## src/rtl/rtc_timer_pkg.sv

```systemverilog
// Package: shared encodings for the trimmable interval timer.
// Assumes: nothing; holds only types.
package rtc_timer_pkg;

    // Interval select codes; the value is the interface encoding.
    typedef enum logic [1:0] {
        IVL_QUARTER = 2'd0,
        IVL_HALF    = 2'd1,
        IVL_SECOND  = 2'd2,
        IVL_WRAP    = 2'd3
    } ivl_sel_e;

    // Per-tick advance amount chosen by the trim sequencer.
    typedef enum logic [1:0] {
        STEP_HOLD = 2'd0,
        STEP_ONE  = 2'd1,
        STEP_TWO  = 2'd2
    } step_e;

endpackage

```

## src/rtl/rtc_cfg_regs.sv

```systemverilog
// Module: rtc_cfg_regs
// Holds the software-written configuration: the reload byte, the interval
// select and the sign-magnitude trim value.
// Assumes: write strobes are one cycle wide and the data is valid with them.
module rtc_cfg_regs
    import rtc_timer_pkg::*;
#(
    parameter int RLD_W = 8,
    parameter int MAG_W = 7
) (
    input  logic             clk,
    input  logic             rst_n,
    input  logic             reload_we,
    input  logic [RLD_W-1:0] reload_data,
    input  logic             ivl_we,
    input  logic [1:0]       ivl_sel,
    input  logic             trim_we,
    input  logic [MAG_W:0]   trim_data,
    output logic [RLD_W-1:0] reload_q,
    output ivl_sel_e         sel_q,
    output logic             trim_slow_q,
    output logic [MAG_W-1:0] trim_mag_q
);

    // Capture each field on its own strobe; all fields clear on reset.
    always_ff @(posedge clk) begin
        if (!rst_n) begin
            reload_q    <= '0;
            sel_q       <= IVL_QUARTER;
            trim_slow_q <= 1'b0;
            trim_mag_q  <= '0;
        end else begin
            if (reload_we) begin
                reload_q <= reload_data;
            end
            if (ivl_we) begin
                sel_q <= ivl_sel_e'(ivl_sel);
            end
            if (trim_we) begin
                trim_slow_q <= trim_data[MAG_W];
                trim_mag_q  <= trim_data[MAG_W-1:0];
            end
        end
    end

endmodule

```

## src/rtl/rtc_trim_seq.sv

```systemverilog
// Module: rtc_trim_seq
// Tracks the position in the trim window and spends the correction budget
// on the first ticks of each window. Each tick's step is 0, 1 or 2.
// Assumes: WIN_W > MAG_W so that a full budget fits inside one window.
module rtc_trim_seq
    import rtc_timer_pkg::*;
#(
    parameter int WIN_W = 21,
    parameter int MAG_W = 7
) (
    input  logic             clk,
    input  logic             rst_n,
    input  logic             tick_en,
    input  logic             trim_slow,
    input  logic [MAG_W-1:0] trim_mag,
    output step_e            step,
    output logic             corr
);

    logic [WIN_W-1:0] win_q;
    logic [MAG_W-1:0] budget_q;
    logic             slow_q;
    logic             win_start;
    logic [MAG_W-1:0] avail;
    logic             dir_slow;
    logic [MAG_W-1:0] budget_next;

    // Pick the live budget: a fresh trim sample at window start, else the remainder.
    always_comb begin
        win_start   = (win_q == '0);
        avail       = win_start ? trim_mag : budget_q;
        dir_slow    = win_start ? trim_slow : slow_q;
        corr        = tick_en && (avail != '0);
        budget_next = avail - MAG_W'(corr);
        if (!corr) begin
            step = STEP_ONE;
        end else if (dir_slow) begin
            step = STEP_HOLD;
        end else begin
            step = STEP_TWO;
        end
    end

    // Advance the window and budget once per tick.
    always_ff @(posedge clk) begin
        if (!rst_n) begin
            win_q    <= '0;
            budget_q <= '0;
            slow_q   <= 1'b0;
        end else if (tick_en) begin
            win_q    <= win_q + 1'b1;
            budget_q <= budget_next;
            if (win_start) begin
                slow_q <= trim_slow;
            end
        end
    end

endmodule

```

## src/rtl/rtc_count_core.sv

```systemverilog
// Module: rtc_count_core
// The tick counter. It adds the step on each tick, reloads the upper field on
// wrap and flags the selected interval event from the carry out of the tapped
// field, so an advance by two never misses a boundary.
// Assumes: CNT_W - RLD_W >= 3.
module rtc_count_core
    import rtc_timer_pkg::*;
#(
    parameter int CNT_W = 23,
    parameter int RLD_W = 8
) (
    input  logic             clk,
    input  logic             rst_n,
    input  logic             tick_en,
    input  step_e            step,
    input  logic [RLD_W-1:0] reload,
    input  ivl_sel_e         sel,
    output logic [CNT_W-1:0] count,
    output logic             wrap,
    output logic             ev
);

    localparam int LOW_W  = CNT_W - RLD_W;
    localparam int N_TAPS = 3;

    logic [CNT_W-1:0]  count_q;
    logic [CNT_W:0]    sum;
    logic [N_TAPS-1:0] tap_carry;
    logic              hit;

    assign sum  = {1'b0, count_q} + (CNT_W+1)'(step);
    assign wrap = tick_en && sum[CNT_W];

    // One carry detector per sub-second tap (quarter, half, one second).
    for (genvar g = 0; g < N_TAPS; g++) begin : g_tap
        localparam int TAP = LOW_W - 2 + g;
        logic [TAP:0] part;
        assign part         = {1'b0, count_q[TAP-1:0]} + (TAP+1)'(step);
        assign tap_carry[g] = part[TAP];
    end

    // Select the carry for the configured interval.
    always_comb begin
        unique case (sel)
            IVL_QUARTER: hit = tap_carry[0];
            IVL_HALF:    hit = tap_carry[1];
            IVL_SECOND:  hit = tap_carry[2];
            default:     hit = sum[CNT_W];
        endcase
        ev = tick_en && hit;
    end

    // Update the counter on ticks; on wrap, load the top field and keep the remainder.
    always_ff @(posedge clk) begin
        if (!rst_n) begin
            count_q <= '0;
        end else if (tick_en) begin
            if (sum[CNT_W]) begin
                count_q <= {reload, sum[LOW_W-1:0]};
            end else begin
                count_q <= sum[CNT_W-1:0];
            end
        end
    end

    assign count = count_q;

endmodule

```

## src/rtl/rtc_irq_latch.sv

```systemverilog
// Module: rtc_irq_latch
// Sticky interrupt flag: set by an event, cleared by request; an event wins
// over a clear in the same cycle.
// Assumes: ev and clr are synchronous single-cycle signals.
module rtc_irq_latch (
    input  logic clk,
    input  logic rst_n,
    input  logic ev,
    input  logic clr,
    output logic pending
);

    // Hold, set or clear the pending flag.
    always_ff @(posedge clk) begin
        if (!rst_n) begin
            pending <= 1'b0;
        end else begin
            pending <= ev | (pending & ~clr);
        end
    end

endmodule

```

## src/rtl/rtc_trim_timer.sv

```systemverilog
// Module: rtc_trim_timer (top)
// Real-time interval timer with auto-reloaded upper field and ppm trim.
// It ties together the config registers, the trim sequencer, the counter and
// the interrupt latch.
// Assumes: tick_en is already synchronised to clk and is one cycle wide.
module rtc_trim_timer
    import rtc_timer_pkg::*;
#(
    parameter int CNT_W = 23,
    parameter int RLD_W = 8,
    parameter int WIN_W = 21,
    parameter int MAG_W = 7
) (
    input  logic             clk,
    input  logic             rst_n,
    input  logic             tick_en,
    input  logic             reload_we,
    input  logic [RLD_W-1:0] reload_data,
    input  logic             ivl_we,
    input  logic [1:0]       ivl_sel,
    input  logic             trim_we,
    input  logic [MAG_W:0]   trim_data,
    input  logic             irq_clr,
    output logic             irq_pending,
    output logic [CNT_W-1:0] count
);

    logic [RLD_W-1:0] reload_w;
    ivl_sel_e         sel_w;
    logic             trim_slow_w;
    logic [MAG_W-1:0] trim_mag_w;
    step_e            step_w;
    logic             corr_w;
    logic             wrap_w;
    logic             ev_w;

    rtc_cfg_regs #(.RLD_W(RLD_W), .MAG_W(MAG_W)) u_cfg (
        .clk(clk), .rst_n(rst_n),
        .reload_we(reload_we), .reload_data(reload_data),
        .ivl_we(ivl_we), .ivl_sel(ivl_sel),
        .trim_we(trim_we), .trim_data(trim_data),
        .reload_q(reload_w), .sel_q(sel_w),
        .trim_slow_q(trim_slow_w), .trim_mag_q(trim_mag_w)
    );

    rtc_trim_seq #(.WIN_W(WIN_W), .MAG_W(MAG_W)) u_seq (
        .clk(clk), .rst_n(rst_n), .tick_en(tick_en),
        .trim_slow(trim_slow_w), .trim_mag(trim_mag_w),
        .step(step_w), .corr(corr_w)
    );

    rtc_count_core #(.CNT_W(CNT_W), .RLD_W(RLD_W)) u_core (
        .clk(clk), .rst_n(rst_n), .tick_en(tick_en),
        .step(step_w), .reload(reload_w), .sel(sel_w),
        .count(count), .wrap(wrap_w), .ev(ev_w)
    );

    rtc_irq_latch u_irq (
        .clk(clk), .rst_n(rst_n), .ev(ev_w), .clr(irq_clr),
        .pending(irq_pending)
    );

endmodule

```

## config.mk

```make
export PLATFORM = sky130hd
export DESIGN_NAME = rtc_trim_timer
export DESIGN_NICKNAME = d
export VERILOG_FILES = /design/src/rtl/rtc_timer_pkg.sv /design/src/rtl/rtc_cfg_regs.sv /design/src/rtl/rtc_trim_seq.sv /design/src/rtl/rtc_count_core.sv /design/src/rtl/rtc_irq_latch.sv /design/src/rtl/rtc_trim_timer.sv
export SDC_FILE = /design/constraint.sdc
export NUM_CORES = 1
export LEC_CHECK = 0
export BUFFER_PORTS_ARGS = -buffer_cell sky130_fd_sc_hd__buf_2
export CAP_MARGIN = 0
export CORE_ASPECT_RATIO = 2
export CORE_MARGIN = 2
export CORE_UTILIZATION = 35
export DETAILED_ROUTE_END_ITERATION = 6
export PLACE_DENSITY_LB_ADDON = 0.15
export SETUP_SLACK_MARGIN = 0.1
export SYNTH_ARGS = -nofsm -noshare
export SYNTH_HDL_FRONTEND = slang
export SYNTH_SLANG_ARGS = --single-unit
export TNS_END_PERCENT = 10
```

## constraint.sdc

```tcl
create_clock -name clk -period 2.95 [get_ports clk]
set_clock_uncertainty 0.1 [all_clocks]
set_input_delay 0.4425 -clock clk [delete_from_list [all_inputs] [get_ports clk]]
set_output_delay 0.4425 -clock clk [all_outputs]
set_load 0.02 [all_outputs]
```

==> results.toml, run 1 <==
[run_status]
status = "complete, but fails checks"
violations = "negative setup slack"

[synth]
synth_cells = 399
synth_xor_area_share_pct = 8.04
syn_area_um2 = 3490
synth-seq-cells = 71
ys.flop_type = "dfxtp_1"
synth_top_area_share_pct = 40.8
synth_cell_types = 54
syn_nets = 431
yosysSeqAreaShare_pct = 40.8
synth_top_family_by_area = "simple AND/OR/NAND/NOR gates"
synth.mux.area_fraction_pct = 8.61
synth_adder_area_share_pct = 2.73
synth_edf_count = 0
synth-compound-area-share_pct = 8.65
ys_top_cells_by_area = "dfxtp_1 (41%), mux2i_1 (8.6%), nor2_1 (8.0%)"
synth-warning-count = 0
async_reset_ff_share_pct = 0
yosysTopAreaCell = "dfxtp_1"
postSynthAreaPerCell_um2 = 8.74
synth_simple_gate_area_share_pct = 27.8

[power]
ir_drop_mv = 0.284
leakage_nw = 1.88
power.density_nw_per_um2 = 542
finalPower_mw = 2.49

[clocking]
cts.sinks = 71
clockRootBuffer = "clkbuf_16"
cts_buffer_depth = 2
htree_levels = 3
numCtsBuffers = 9
path_clk_slew_ns = 0.06
cts_tree = "done"
clkLatencyLatePin_ns = 0.33
cts_hold_buf = 0

[placement]
io_buffers = 48
dp_cells = 599
place.gp.congestion = 0.813
dp_hpwl_mm = 6.40

[sta]
fmax_mhz = 334
hold_ws_ns = 0.243
min_period_ns = 2.99
rsz0062_at_grt = "yes"
slew_violations = 0
setup_violations = 2
setup_slack_ns = -0.0444
tightestPinTransition_ns = 0.618
hold_viol = 0
maxSlewHeadroom_pct = 58.5
period_share_pct = 102

[worst_setup_path]
r2r-end = "u_core.count[20]"
crit_type = "reg2reg"
cp-start-kind = "flop"
critPathMaxFanout = 6
rr_startpoint = "u_cfg.trim_mag_q[2]"
cp.arrival_ns = 3.11
slowest_delay_ns = 0.53
crit_chain = "or4_4 > or4_4 > nor3_2 > or3_4 > inv_2 > and2_4 > ha_4 > a21oi_4 > nor4_4 > buf_4 > mux2i_1 > a211oi_2"
cp_slowest_cell = "or4_4"
critPathRequiredTime_ns = 3.06
reg2regPathDepth = 12
cp_common_cell = "or4_4"
cp-end-kind = "flop"
startpoint = "u_cfg.trim_mag_q[2]"
reg2reg_slack_ns = -0.04

[route]
routed_via_density = 5.03
wl_per_cell_um = 14.0
route.detailed.drc = 0
wirelength_mm = 8.62
dr.pass1.iters = 4
wl_met3_um = 263
ant_nets = 0
vias = 3102
wl_met2_mm = 4.60
drtIter0Drc = 97
met1_length_mm = 3.58
dr.max_layer_used = "met4"

[die]
core_um2 = 9700
die_h_um = 145
io_pins = 49
initial_core_util_pct = 35.9
floorplan.die.width_um = 74.6
die-area_um2 = 10800
num_rows = 51

[global_routing]
grt_usage_pct = 17.0
grt_max_degree = 38
overflow = 0
grt_pass1_wl_mm = 14.4
antenna_found_initial = 0
first_global_vias = 3071

[cells_and_area]
fin_nets = 512
antennaDiodeCount = 0
final_cell_count_no_fill = 617
areaGrowthSynthToFinish_pct = 31.9
drive_gt1_share_pct = 29.1
fin_util_pct = 47.4

[job]
drv_cap = 0

[min_path]
whs_path_depth = 3
holdPathEnd = "u_cfg.reload_q[2]"
min_from = "reload_data[2]"
hp-class = "in2reg"
[sequential cells by signal (all words and copies together) (netlist names)]
name,flops
u_seq.win_q,21
u_cfg.trim_slow_q,1
u_cfg.trim_mag_q,7
u_seq.slow_q,1
u_core.count,23
u_irq.pending,1
u_cfg.sel_q,2
u_cfg.reload_q,8
u_seq.budget_q,7
[power by group]
part / switching, mW / total [mW] / internal [mW] / leakage (nW)
sequential: 0.0340 / 1.03 / 0.995 / 0.578
clock: 0.404 / 1.08 / 0.677 / 0.149
combinational: 0.186 / 0.380 / 0.194 / 1.15
total: 0.624 / 2.49 / 1.87 / 1.88
[layer usage]
metal / vias to the layer above / GRT usage (%)
li1: 1574 / -
met1: 1458 / 18.9
met2: 57 / 29.6
met3: 13 / 4.44
met4: 0 / 6.34
met5: - / 0
[stage by stage]
stage / cell area (µm²) / TNS (ns) / worst slack (ns)
6_report: 4600 / -0.0548 / -0.0444
5_1_grt: 4600 / -1.66 / -0.126
4_1_cts: 4550 / -0.0941 / -0.0208
3_5_place_dp: 4170 / -0.635 / -0.0892
3_3_place_gp: 4170 / -0.374 / -0.0790
2_1_floorplan: 3560 / 0 / 0.0331
[synth_stat cells, types with 2 or more instances]
library cell,count
nor2_1,74
dfxtp_1,71
mux2i_1,30
nand2_1,25
nand3_1,17
xnor2_1,16
xor2_1,16
nor3_1,14
clkbuf_1,11
inv_1,11
o21ai_0,11
nand4_1,10
a21oi_1,9
nor4_1,7
ha_1,6
or3_1,6
a211oi_1,5
and3_1,5
and4_1,5
nor4_2,5
nand2b_1,4
a31oi_1,3
a32o_1,3
and2_1,2
nor3b_1,2
o21a_1,2
or4_4,2
[cells in the final DEF (no fill, tap or decap), types with 2 or more instances in the layout]
cell       netlist  final
nor2_1          74     70
dfxtp_1         71     70
buf_2            0     48
buf_4            0     33
mux2i_1         30     29
nand2_1         25     22
nand3_1         17     17
xor2_1          16     16
xnor2_1         16     16
nor3_1          14     13
o21ai_0         11     11
nand4_1         10     10
inv_1           11      9
clkbuf_16        0      9
nor4_1           7      7
a21oi_1          9      7
or3_1            6      6
and3_1           5      5
and4_1           5      5
nand2_2          1      4
nand2b_1         4      4
a211oi_1         5      4
ha_4             0      4
nor4_2           5      3
nor2_2           0      3
inv_2            1      3
a31oi_1          3      3
a32o_1           3      3
nor4_4           0      2
or4_4            2      2
a21oi_2          1      2
and2_4           1      2
o21a_1           2      2
clkinv_2         0      2
clkinv_4         0      2
[timing repair]
action / CTS / global route
setup endpoints to repair: 27 / 27
resized for setup: 16 / 9
buffers inserted: 1 / 1
pin swaps: 12 / 3
[worst max-delay path, delay by kind of cell, from the launching register on]
family                   cells  cell delay, ns
multiplexers                 1            0.22
AO/OA/AOI/OAI                2            0.17
adder cells (fa/ha/maj)      1            0.26
buffers and inverters        2            0.23
AND/OR/NAND/NOR              6            1.57
flip-flops                   1            0.31
[worst max path at each step]
stage,end,cells past startpoint
3_5_place_dp,u_seq.budget_q[2],12
4_1_cts,u_irq.pending,13
6_report,u_core.count[20],12
2_1_floorplan,u_core.count[12],11
3_3_place_gp,u_irq.pending,11
5_1_grt,u_core.count[16],12
[cells by family after synthesis]
logic type,after synthesis
AND/OR/NAND/NOR,188
flip-flops,71
AO/OA/AOI/OAI,45
XOR/XNOR,32
multiplexers,30
buffers and inverters,26
adder cells (fa/ha/maj),7
[layout make-up]
type | instances | area (µm²)
fill | 991 | 5100
clock buffer | 11 | 243
tap | 132 | 165
multi-input combinational | 302 | 2130
sequential | 71 | 1420
clock inverter | 5 | 57.6
inverter | 13 | 62.6
timing repair buffer | 83 | 519
No activity file was read; power rests on OpenSTA's default activity.
==> inputs of run 2 (changes only) <==
==> constraint.sdc (replaced) <==
create_clock -name clk -period 2.95 [get_ports clk]
set_clock_uncertainty 0.1 [all_clocks]
set_input_delay 0.4425 -clock clk [delete_from_list [all_inputs] [get_ports clk]]
set_output_delay 0.4425 -clock clk [all_outputs]
set_load 0.01 [all_outputs]
==> results.toml, run 2 (synthesis results as in run 1) <==
[sta]
fmax_mhz = 330
hold_viol = 0
period_share_pct = 103
setup_slack_ns = -0.0838
setup_violations = 10
maxSlewHeadroom_pct = 48.4
tightestPinTransition_ns = 0.769
slew_violations = 0
rsz0062_at_grt = "yes"
min_period_ns = 3.03

[worst_setup_path]
crit_chain = "or4_4 > or4_4 > nor3_4 > or3_4 > inv_4 > and2_4 > ha_4 > a21oi_4 > buf_6 > o22a_1 > o32a_1 > a21oi_2 > o21a_1"
cp-start-kind = "flop"
rr_startpoint = "u_cfg.trim_mag_q[2]"
cp.arrival_ns = 3.17
crit_type = "reg2reg"
critPathRequiredTime_ns = 3.09
cp_slowest_cell = "or4_4"
cp-end-kind = "flop"
startpoint = "u_cfg.trim_mag_q[2]"
slowest_delay_ns = 0.53
critPathMaxFanout = 5
cp_common_cell = "or4_4"

[cells_and_area]
final_cell_count_no_fill = 619
nFillCells = 986
fin_nets = 514
antennaDiodeCount = 0
final_common_cell = "nor2_1"
drive_gt1_share_pct = 29.2
largest_reg_flops = 23
areaGrowthSynthToFinish_pct = 32.7
layout_common_cells = "nor2_1 (71), dfxtp_1 (68), buf_2 (48)"
design_area_um2 = 4620

[global_routing]
antenna_found_initial = 0
grt_usage_pct = 18.2
grt_max_degree = 43
grt_pass1_wl_mm = 15.0
overflow = 0
first_global_vias = 3226

[job]
drv_cap = 0

[route]
wirelength_mm = 9.07
route.detailed.drc = 0
vias = 3126
ant_nets = 0
drtIter0Drc = 83
routed_via_density = 5.05
dr.pass1.iters = 4
wl_per_cell_um = 14.6

[die]
num_rows = 51
die-area_um2 = 10800
core_um2 = 9700
initial_core_util_pct = 35.9
io_pins = 49
floorplan.die.width_um = 74.6
die_h_um = 145

[placement]
dp_hpwl_mm = 6.63
io_buffers = 48
placed_area_um2 = 4160
place.gp.congestion = 0.872
dp_cells = 599

[power]
power.density_nw_per_um2 = 548
finalPower_mw = 2.54
ir_drop_mv = 0.311
leakage_nw = 1.87

[clocking]
cts.sinks = 71
cts_hold_buf = 0
path_clk_slew_ns = 0.06
clockRootBuffer = "clkbuf_16"
cts_tree = "done"
cts_buffer_depth = 2
htree_levels = 3
clkLatencyLatePin_ns = 0.34
numCtsBuffers = 9

[min_path]
hp-class = "in2reg"
min_from = "reload_data[3]"

[run_status]
status = "complete, but fails checks"
violations = "negative setup slack"
-- run 2: final timing paths --
check,endpoint,slack [ns],cells past startpoint
worst max-delay path,u_irq.pending,-0.08,13
worst min-delay path,u_cfg.reload_q[3],0.24,3
worst max register to register,u_irq.pending,-0.08,13
worst min register to register,u_cfg.reload_q[1],0.40,2
-- run 2: cell type report --
class,instances,area [µm²],share of cell area [%]
clock buffers,11,243,5.25
well taps,132,165,3.57
multi-input cells,302,2130,46.0
repair buffers,85,542,11.7
flip-flops and latches,71,1430,30.8
inverters,13,65.1,1.41
clock inverters,5,57.6,1.24
-- run 2: where the power goes --
group          switching (mW)  internal, mW  leakage [nW]
logic                   0.192         0.214          1.15
registers              0.0386         0.995         0.579
clock network           0.420         0.676         0.138
total                   0.651          1.88          1.87
-- run 2: per-stage QoR --
step                hold WS [ns]  util, %  TNS, ns  worst slack (ns)
detailed placement         0.381     42.9   -0.842            -0.110
finish                     0.237     47.7   -0.307           -0.0838
CTS                        0.235     47.3   -0.474           -0.0876
global placement           0.377     42.9   -0.568            -0.108
global route               0.247     47.7    -3.02            -0.231
floorplan                  0.351        -        0            0.0133
-- run 2: worst max-delay path: cells and delay by family (launching register included) --
kind	cells	cell delay (ns)
AOI/OAI and AO/OA	5	0.73
DFF	1	0.31
and+or+nand+nor	5	1.40
adders and majority gates	1	0.21
buffers and inverters	2	0.17
-- run 2: timing repair --
| item | in CTS | in global routing |
|---|---|---|
| setup buffers | 3 | 1 |
| gates resized for setup | 24 | 8 |
| pin swaps | 10 | 8 |
| endpoints found under the hold margin | 0 | 0 |
| setup endpoints to repair | 27 | 27 |
| cloned | 0 | 0 |
-- run 2: per-layer routing --
metal	wire (µm)	GRT usage [%]	part of all wire, %
met3	211	3.47	2.3
met4	210	8.75	2.3
met1	3330	17.3	37
met2	5310	34.6	59
met5	0	0	0
